===== src/rtl/bitop_unit.sv =====
module bitop_unit #(
  parameter int AW = 3
) (
  input  logic          clk,
  input  logic          rst_n,
  input  logic          valid,
  input  logic [3:0]    op,
  input  logic [AW-1:0] dst_addr,
  input  logic [3:0]    dst_bit,
  input  logic [AW-1:0] src_addr,
  input  logic [3:0]    src_bit,
  input  logic [7:0]    and_mask,
  input  logic [7:0]    or_mask,
  input  logic          hi_byte,
  input  logic [15:0]   wr_data,
  input  logic [AW-1:0] rd_addr,
  output logic [15:0]   rd_data,
  output logic [4:0]    flags
);
  localparam int WORDS = 1 << AW;
  localparam logic [3:0] OP_CLR = 4'd0, OP_SET = 4'd1, OP_MOV = 4'd2, OP_MOVN = 4'd3,
                         OP_AND = 4'd4, OP_OR = 4'd5, OP_XOR = 4'd6, OP_CMP = 4'd7,
                         OP_FLD = 4'd8, OP_LD = 4'd9;

  logic [15:0] mem [WORDS];
  logic [15:0] nw;
  logic [4:0]  nf;
  logic        we;

  wire [15:0] dw = mem[dst_addr];
  wire [15:0] sw = mem[src_addr];
  wire        db = dw[dst_bit];
  wire        sb = sw[src_bit];
  wire [4:0]  lf = {1'b0, ~(db | sb), db | sb, db & sb, db ^ sb};

  assign rd_data = mem[rd_addr];

  always_comb begin
    nw = dw;
    nf = flags;
    we = 1'b0;
    case (op)
      OP_CLR, OP_SET: begin
        nw[dst_bit] = (op == OP_SET);
        nf = {1'b0, ~db, 1'b0, 1'b0, db};
        we = 1'b1;
      end
      OP_MOV, OP_MOVN: begin
        nw[dst_bit] = (op == OP_MOVN) ? ~sb : sb;
        nf = {1'b0, ~sb, 1'b0, 1'b0, sb};
        we = 1'b1;
      end
      OP_AND: begin nw[dst_bit] = db & sb; nf = lf; we = 1'b1; end
      OP_OR:  begin nw[dst_bit] = db | sb; nf = lf; we = 1'b1; end
      OP_XOR: begin nw[dst_bit] = db ^ sb; nf = lf; we = 1'b1; end
      OP_CMP: nf = lf;
      OP_FLD: begin
        if (hi_byte) nw[15:8] = (dw[15:8] & and_mask) | or_mask;
        else         nw[7:0]  = (dw[7:0]  & and_mask) | or_mask;
        we = 1'b1;
      end
      OP_LD: begin nw = wr_data; we = 1'b1; end
      default: ;
    endcase
  end

  always_ff @(posedge clk or negedge rst_n) begin
    if (!rst_n) begin
      for (int i = 0; i < WORDS; i++) mem[i] <= '0;
      flags <= '0;
    end else if (valid) begin
      if (we) mem[dst_addr] <= nw;
      flags <= nf;
    end
  end

  // single-bit flag form
  a_r3_single_flags: assert property (@(posedge clk) disable iff (!rst_n)
    (valid && op <= OP_MOVN) |=> (flags[4] == 1'b0 && flags[2:1] == 2'b00 && flags[3] == !flags[0]));

  // two-bit flag consistency
  a_r5_pair_flags: assert property (@(posedge clk) disable iff (!rst_n)
    (valid && op >= OP_AND && op <= OP_CMP) |=>
      (flags[4] == 1'b0 && flags[3] == !flags[2] && (!flags[1] || flags[2]) && flags[0] == (flags[2] && !flags[1])));

  // compare leaves the word unchanged
  a_r6_cmp_nowrite: assert property (@(posedge clk) disable iff (!rst_n)
    (valid && op == OP_CMP) |=> (mem[$past(dst_addr)] == $past(mem[dst_addr])));

  // the unselected byte is kept
  a_r7_other_byte: assert property (@(posedge clk) disable iff (!rst_n)
    (valid && op == OP_FLD) |=>
      ($past(hi_byte) ? (mem[$past(dst_addr)][7:0] == $past(dw[7:0]))
                      : (mem[$past(dst_addr)][15:8] == $past(dw[15:8]))));

  // flags hold while idle
  a_r8_idle_hold: assert property (@(posedge clk) disable iff (!rst_n)
    !valid |=> $stable(flags));

  // unused codes change nothing
  a_r9_unused: assert property (@(posedge clk) disable iff (!rst_n)
    (valid && op > OP_LD) |=> ($stable(flags) && mem[$past(dst_addr)] == $past(mem[dst_addr])));
endmodule


===== config.mk =====
export PLATFORM = sky130hd
export DESIGN_NAME = bitop_unit
export DESIGN_NICKNAME = d
export VERILOG_FILES = /design/src/rtl/bitop_unit.sv
export SDC_FILE = /design/constraint.sdc
export NUM_CORES = 1
export LEC_CHECK = 0
export BUFFER_PORTS_ARGS = -buffer_cell sky130_fd_sc_hd__clkbuf_2
export CAP_MARGIN = 25
export CORE_MARGIN = 1.5
export CORE_UTILIZATION = 45
export CTS_BUF_LIST = sky130_fd_sc_hd__clkbuf_4 sky130_fd_sc_hd__clkbuf_8 sky130_fd_sc_hd__clkbuf_16
export CTS_CLUSTER_DIAMETER = 80
export DETAILED_ROUTE_END_ITERATION = 8
export GPL_ROUTABILITY_DRIVEN = 1
export MAX_ROUTING_LAYER = met4
export PLACE_DENSITY = 0.68
export SETUP_SLACK_MARGIN = 0.5
export SYNTH_ARGS = -nofsm -noshare
export SYNTH_HDL_FRONTEND = slang
export SYNTH_SLANG_ARGS = --single-unit

===== constraint.sdc =====
create_clock -name clk -period 8.75 [get_ports clk]
set_input_delay 0.4375 -clock clk [delete_from_list [all_inputs] [get_ports clk]]
set_output_delay 0.4375 -clock clk [all_outputs]
set_load 0.03 [all_outputs]

==> flow_metrics.env, run 1 <==
export IMPL_start_kind="input pin"
export IMPL_drv_slew=0
export IMPL_clock_sinks=132
export IMPL_cp_num_buf_inv=2
export IMPL_cts_hold_buf=0
export IMPL_area_growth_pct=10.4
export IMPL_irDropWorstVdd_uv=139
export IMPL_cp_arrival_ns=5.95
export IMPL_ant_nets=0
export IMPL_tightest_slew_ns=1.15
export IMPL_synth_ff_type="dfrtp_1"
export IMPL_syn_nets=1170
export IMPL_fin_worst_skew_ns=0.0107
export IMPL_reg2reg_to="mem[86]$_DFFE_PN0P_"
export IMPL_initial_core_util=0.455
export IMPL_wl_per_cell_um=27.1
export IMPL_rrSetupSlack_ns=3.91
export IMPL_hold_viol=0
export IMPL_yosysSeqAreaShare=0.311
export IMPL_cts_htree_levels=4
export IMPL_cp_common_cell="nor2_1"
export IMPL_preCtsSetupSlack_ns=2.85
export IMPL_synthCells=1111
export IMPL_io_pins=78
export IMPL_synth_distinct_cells=73
export IMPL_port_buffers=76
export IMPL_crit_type="in2reg"
export IMPL_cts_max_path_buffers=2
export IMPL_min_path_type="in2async"
export IMPL_dieHeight_um=157
export IMPL_postSynthAreaPerCell_sq_um=9.55
export IMPL_cp_slowest_cell="a41oi_1"
export IMPL_slew_headroom=0.232
export IMPL_cts_buffers_inserted=17
export IMPL_grt_pass1_vias=9468
export IMPL_drc=0
export IMPL_worst_hold_slack_ns=0.0400
export IMPL_first_pass_iters=6
export IMPL_gp_congestion=1.05
export IMPL_worst_slack_ns=3.12
export IMPL_grt_usage=0.338
export IMPL_rsz0062_at_grt="no"
export IMPL_maxCapViolCount=0
export IMPL_cts_post_setup_buffers_inserted=0
export IMPL_status="finished, final reports clean"
export IMPL_worst_setup_path_end_kind="flop"
export IMPL_ys_ff_latch=132
export IMPL_hpwl_mm=26.3
export IMPL_worstPathRequired_ns=9.07
export IMPL_core_region_area_sq_um=23300
export IMPL_worstSkewPairLatency_ns=0.44
export IMPL_fin_setup_tns_ns=0
export IMPL_placed_area_sq_um=11100
export IMPL_rows=56
export IMPL_synthArstFlopShare=1.00
export IMPL_min_period_ns=5.63
export IMPL_final_layout_size_suffix_gt1_frac=0.219
export IMPL_yosysWarningCount=0
export IMPL_final_cells=1463
export IMPL_synth_edf_count=0
export IMPL_n_antenna_cell=0
export IMPL_antenna_found_initial=0
export IMPL_finalWirelength_mm=39.6
export IMPL_cpPeakStageDelay_ns=0.82
export IMPL_clk_pin_slew_ns=0.06
export IMPL_root_buffer="clkbuf_16"
export IMPL_cp_max_fo=29
export IMPL_fmax_mhz=178
export IMPL_critPathTopFamily="simple AND/OR/NAND/NOR gates"
export IMPL_grt_overflow=0
export IMPL_reg2regPathDepth=15
export IMPL_cts_tree="built"
export IMPL_via_per_inst=7.04
export IMPL_die_area_sq_um=24500
export IMPL_grt_max_degree=77
export IMPL_synthesis_area_sq_um=10600
export IMPL_p_leak_nw=4.51
export IMPL_min_period_over_period=0.643
export IMPL_chipWidth_um=157
export IMPL_power_density_nw_per_um2=215
export IMPL_finalSetupViolCount=0
export IMPL_stdcell_area_sq_um=11700
export IMPL_vias=10300
export IMPL_cts_resized=0
export IMPL_path_cells="clkbuf_2, buf_4, nor2_1, a31oi_1, o21ai_1, nor2_1, or4b_1, a41o_1, and2_1, ha_1, or3b_2, a21oi_1, or2_2, nor2_1, a41oi_1, mux2i_1, o31ai_1"
export IMPL_drtIter0Drc=1482
export IMPL_nets=1190
export IMPL_grt_pass1_wl_mm=59.2
export IMPL_dp_cells=1428
export IMPL_worstReg2RegStart="mem[26]$_DFFE_PN0P_"
[stage by stage]
stage | util | total power, mW
2_1_floorplan | - | 1.50
3_3_place_gp | 0.474 | 1.75
3_5_place_dp | 0.475 | 1.76
4_1_cts | 0.500 | 2.49
5_1_grt | 0.502 | 2.63
6_report | 0.502 | 2.52
[synth_stat cells, drive strengths merged (11+ instances only)]
| library cell | instances | share of area |
|---|---|---|
| nand3 | 25 | 0.012 |
| mux2i | 103 | 0.097 |
| nand2 | 106 | 0.037 |
| o21ai | 89 | 0.042 |
| dfrtp | 132 | 0.31 |
| clkbuf | 51 | 0.018 |
| a31oi | 22 | 0.013 |
| nor2 | 48 | 0.017 |
| nand2b | 11 | 0.0065 |
| a221oi | 11 | 0.0091 |
| mux2 | 34 | 0.036 |
| o31ai | 114 | 0.082 |
| mux4 | 57 | 0.12 |
| a21oi | 47 | 0.022 |
| a22oi | 20 | 0.014 |
| nor3 | 20 | 0.010 |
| inv | 16 | 0.0057 |
| nor2b | 22 | 0.013 |
| buf | 48 | 0.031 |
| and2 | 11 | 0.0065 |
[worst reg2reg max path, cell delays in order (launching register included)]
cell and delay [ns]:
dfrtp_1 0.39, mux2i_1 0.09, o211a_1 0.22, o21ai_1 0.44, nor2_1 0.09, or4b_1 0.51
a41o_1 0.23, and2_1 0.18, ha_1 0.20, or3b_2 0.44, a21oi_1 0.41, or2_2 0.29
nor2_1 0.13, a41oi_1 0.82, mux2i_1 0.18, o31ai_1 0.11
[how the worst max path moves through the flow]
stage,depth (start not counted),startpoint,end
after floorplan,18,dst_addr[2],mem[38]$_DFFE_PN0P_
after global placement,18,dst_addr[1],mem[16]$_DFFE_PN0P_
after detailed placement,17,dst_addr[1],mem[86]$_DFFE_PN0P_
after CTS,17,dst_addr[1],mem[86]$_DFFE_PN0P_
after global routing,17,dst_addr[1],mem[38]$_DFFE_PN0P_
final,17,dst_addr[1],mem[86]$_DFFE_PN0P_
[state kept, by name, summed over array words and instances, names as in the netlist]
| signal | flops |
|---|---|
| flags | 4 |
| mem | 128 |
[area by class of cell]
type / instances / area (sq um)
clock buffers: 23 / 489
clock inverters: 9 / 103
fillers: 2158 / 11600
inverters: 16 / 60.1
multi-input cells: 864 / 6780
flip-flops and latches: 132 / 3300
well taps: 319 / 399
repair buffers: 100 / 579
[cells by family after synthesis]
kind of cell | synth area share
muxes | 0.254
buffers and inverters | 0.0542
DFF | 0.311
other | 0.000353
AOI/OAI and AO/OA | 0.244
adders and majority gates | 0.00236
and+or+nand+nor | 0.134
[cell usage in the layout, fill, tap and decap left out, types with 4 or more instances in the layout]
master / Yosys / routed
dfrtp_1: 132 / 132
o31ai_1: 113 / 113
nand2_1: 106 / 106
mux2i_1: 103 / 103
o21ai_0: 86 / 86
clkbuf_2: 0 / 74
mux4_2: 57 / 57
a21oi_1: 47 / 47
nor2_1: 48 / 41
mux2_2: 34 / 34
nand3_1: 25 / 25
buf_4: 4 / 23
nor2b_1: 22 / 22
a31oi_1: 22 / 22
a22oi_1: 20 / 20
clkbuf_16: 0 / 17
nor3_1: 19 / 16
inv_1: 15 / 15
nand2b_1: 11 / 11
a221oi_1: 11 / 11
and2_1: 10 / 10
a211oi_1: 10 / 10
o211ai_1: 10 / 10
o22ai_1: 8 / 8
nand4_1: 6 / 6
and3_1: 6 / 6
nor2_2: 0 / 6
nor3b_1: 5 / 5
nor4_1: 5 / 5
o22a_1: 5 / 5
nand3b_1: 5 / 5
a32oi_1: 5 / 5
or3b_2: 4 / 4
clkinv_2: 0 / 4
[metal layers]
metal  up-vias  part of all wire  global-route usage
met5         -                 0                   -
met4         0             0.055               0.175
met1      5089              0.39               0.446
li1       4366                 -                   -
met3       153              0.11              0.0684
met2       693              0.45               0.490
[where the power goes]
part	leakage, nW	switching, mW	internal (mW)	total, mW
Combinational	2.55	0.495	0.365	0.860
Clock	0.289	0.286	0.449	0.735
Sequential	1.67	0.170	0.757	0.927
Total	4.51	0.950	1.57	2.52
(Power assumes the default switching activity.)
==> run 2, diff against run 1 <==
--- a/config.mk
+++ b/config.mk
@@ -5,6 +5,7 @@
 export SDC_FILE = /design/constraint.sdc
 export NUM_CORES = 1
 export LEC_CHECK = 0
+export ABC_AREA = 1
 export BUFFER_PORTS_ARGS = -buffer_cell sky130_fd_sc_hd__clkbuf_2
 export CAP_MARGIN = 25
 export CORE_MARGIN = 1.5
@@ -14,7 +15,7 @@
 export DETAILED_ROUTE_END_ITERATION = 8
 export GPL_ROUTABILITY_DRIVEN = 1
 export MAX_ROUTING_LAYER = met4
-export PLACE_DENSITY = 0.68
+export PLACE_DENSITY = 0.71
 export SETUP_SLACK_MARGIN = 0.5
 export SYNTH_ARGS = -nofsm -noshare
 export SYNTH_HDL_FRONTEND = slang
==> constraint.sdc (replaced) <==
create_clock -name clk -period 4.6 [get_ports clk]
set_input_delay 0.23 -clock clk [delete_from_list [all_inputs] [get_ports clk]]
set_output_delay 0.23 -clock clk [all_outputs]
set_load 0.03 [all_outputs]
==> run 2 against run 1 <==
Hold slack gained 0.0039 ns. Synthesized cell count grew 53%. First-iteration DRC count grew 17%. Design area is the same. Sequential share of layout area is the same. Non-clock buffer count grew 12. Global-route usage grew 5.6 points. Combinational power grew 69%. Clock skew grew 0.0061 ns. Total power grew 84%. Flip-flop and latch count is the same. Worst setup slack lost 2.3 ns. Critical path type is now reg2reg. Highest routed layer unchanged.
==> flow_metrics.env, run 2 <==
export IMPL_initial_core_util=0.458
export IMPL_path_cells="nand2_1, o21ai_0, and2_1, o21ai_0, nand2_1, inv_1, o21ai_0, o21bai_1, nand4_1, inv_1, ha_1, nand2_1, o21ai_0, nor2_1, buf_4, o21ai_0, a211oi_1, nand2_4, nand3_1, nand2_1"
export IMPL_status="finished, final reports clean"
export IMPL_vias=12500
export IMPL_final_cells=2045
export IMPL_yosys_top_cells_area="dfrtp_1 (32%), nand2_1 (22%), nand3_1 (13%), o21ai_0 (6.8%), inv_1 (5.7%)"
export IMPL_synthArstFlopShare=1.00
export IMPL_fill_cells=2296
export IMPL_largest_register="mem"
export IMPL_irDropWorstVdd_uv=240
export IMPL_cp_max_fo=8
export IMPL_io_pins=78
export IMPL_crit_type="reg2reg"
export IMPL_min_path_cells=3
export IMPL_antenna_found_initial=0
export IMPL_rrSetupSlack_ns=0.78
export IMPL_grt_pass1_vias=11600
export IMPL_port_buffers=76
export IMPL_synth_top_area_frac=0.318
export IMPL_min_path_type="in2reg"
export IMPL_grt_overflow=0
export IMPL_yosys_top_cells_count="nand2_1 (606), nand3_1 (265), inv_1 (159), o21ai_0 (140), dfrtp_1 (132)"
export IMPL_grt_pass1_wl_mm=69.1
export IMPL_die_area_sq_um=24000
export IMPL_start_kind="flop"
export IMPL_ant_nets=0
export IMPL_maxCapViolCount=0
export IMPL_ys_ff_latch=132
export IMPL_worst_slack_ns=0.782
export IMPL_clk_pin_slew_ns=0.07
export IMPL_rows=55
export IMPL_hpwl_mm=29.8
export IMPL_reg2reg_to="mem[69]$_DFFE_PN0P_"
export IMPL_min_period_ns=3.82
export IMPL_cts_buffers_inserted=17
export IMPL_drtIter0Drc=1741
export IMPL_tightest_slew_ns=1.12
export IMPL_yosysMostFrequentCell="nand2_1"
export IMPL_worst_setup_path_end_kind="flop"
export IMPL_fin_worst_skew_ns=0.0168
export IMPL_postSynthAreaPerCell_sq_um=6.12
export IMPL_first_pass_iters=9
export IMPL_cp_arrival_ns=4.14
export IMPL_top_regs="mem: 128 flops, flags: 4 flops"
export IMPL_reg2regPathDepth=20
export IMPL_cp_common_cell="o21ai_0"
export IMPL_cts_tree="built"
export IMPL_grt_max_degree=79
export IMPL_synthCells=1697
export IMPL_finalWirelength_mm=45.2
export IMPL_cp_startpoint="mem[45]$_DFFE_PN0P_"
export IMPL_cts_htree_levels=4
export IMPL_placed_area_sq_um=11000
export IMPL_wl_per_cell_um=22.1
export IMPL_nets=1805
export IMPL_stdcell_area_sq_um=11700
export IMPL_synth_area_leader_cell="dfrtp_1"
export IMPL_worstPathRequired_ns=4.92
export IMPL_syn_nets=1756
export IMPL_cts_max_path_buffers=2
export IMPL_largest_reg_flops=128
export IMPL_root_buffer="clkbuf_16"
export IMPL_synth_distinct_cells=37
export IMPL_synthesis_area_sq_um=10400
export IMPL_power_density_nw_per_um2=396
export IMPL_layout_common_cells="nand2_1 (606), nand3_1 (265), inv_1 (158), o21ai_0 (140), dfrtp_1 (132)"
export IMPL_min_period_over_period=0.830
export IMPL_min_to="flags[1]$_DFFE_PN0P_"
export IMPL_finalSetupViolCount=0
export IMPL_gp_congestion=0.978
export IMPL_synth_edf_count=0
export IMPL_via_per_inst=6.13
export IMPL_preCtsSetupSlack_ns=0.403
export IMPL_synth_ff_type="dfrtp_1"
export IMPL_final_layout_size_suffix_gt1_frac=0.119
export IMPL_p_leak_nw=5.88
export IMPL_chipWidth_um=155
export IMPL_rsz0062_at_grt="no"
export IMPL_cpPeakStageDelay_ns=0.42
export IMPL_fmax_mhz=262
export IMPL_mostFrequentLayoutCell="nand2_1"
export IMPL_clock_sinks=132
export IMPL_core_region_area_sq_um=22600
export IMPL_worstSkewPairLatency_ns=0.44
export IMPL_drc=0
export IMPL_worstReg2RegStart="mem[45]$_DFFE_PN0P_"
export IMPL_slew_headroom=0.253
export IMPL_fin_setup_tns_ns=0
export IMPL_min_delay_start="valid"
export IMPL_area_growth_pct=12.8
export IMPL_grt_usage=0.393
export IMPL_dp_cells=2009
export IMPL_dieHeight_um=155
export IMPL_yosysSeqAreaShare=0.318
export IMPL_yosysWarningCount=0
export IMPL_cp_slowest_cell="dfrtp_1"
export IMPL_drv_slew=0
export IMPL_hold_viol=0
==> run 2: how the worst max path moves through the flow <==
| stage | endpoint | slack (ns) | cells after the start |
|---|---|---|---|
| 2_1_floorplan | mem[37]$_DFFE_PN0P_ | 1.51 | 21 |
| 3_3_place_gp | mem[74]$_DFFE_PN0P_ | 0.51 | 25 |
| 3_5_place_dp | mem[5]$_DFFE_PN0P_ | 0.40 | 23 |
| 4_1_cts | mem[5]$_DFFE_PN0P_ | 0.83 | 23 |
| 5_1_grt | mem[25]$_DFFE_PN0P_ | 0.51 | 20 |
| 6_report | mem[69]$_DFFE_PN0P_ | 0.78 | 20 |
==> run 2: worst max-delay path, delay by kind of cell, from the launching register on <==
kind                       cells  cell delay, ns
AOI/OAI and AO/OA              7            1.30
adders and majority gates      1            0.24
buffers and inverters          3            0.51
DFF                            1            0.42
and+or+nand+nor                9            1.23
==> run 2: stage by stage <==
stage                     utilization  hold slack (ns)  total power [mW]
after global placement          0.488            0.442              3.13
after detailed placement        0.488            0.452              3.14
after global routing            0.517           0.0632              4.86
after floorplan                     -          -0.0656              2.62
after CTS                       0.515           0.0451              4.56
final                           0.517           0.0438              4.64
==> run 2: kinds of logic after synthesis <==
family          Yosys count  share of synthesized area
buf+inv                 256                      0.100
other cells               1                   0.000361
flops                   132                      0.318
simple gates           1019                      0.429
compound gates          287                      0.150
fa+ha+maj                 2                    0.00241
==> run 2: area by class of cell <==
| cell class | instances | area (sq um) | area share |
|---|---|---|---|
| Timing Repair Buffer | 112 | 751 | 0.0641 |
| Clock buffer | 18 | 439 | 0.0375 |
| Clock inverter | 14 | 164 | 0.0140 |
| Antenna cell | 1 | 2.50 | 0.000214 |
| Sequential cell | 132 | 3300 | 0.282 |
| Multi-Input combinational cell | 1309 | 6040 | 0.516 |
| Tap cell | 285 | 357 | 0.0305 |
| Inverter | 174 | 657 | 0.0561 |
==> run 2: metal layers <==
layer,track usage,vias up,part of all wire
met5,-,-,0
met4,0.174,0,0.047
met3,0.0944,185,0.14
met2,0.562,974,0.42
met1,0.528,5731,0.39
li1,-,5653,-
==> run 2: timing repair <==
action / in CTS / in global routing
hold buffers: 1 / 0
setup endpoints to repair: 0 / 44
hold endpoints to repair: 4 / 0
buffers inserted: 0 / 1
gates resized for setup: 0 / 1
==> run 2: power by group <==
part	internal, mW	switching (mW)
clock network	0.828	0.602
logic	0.451	1.00
registers	1.44	0.314
total	2.72	1.92
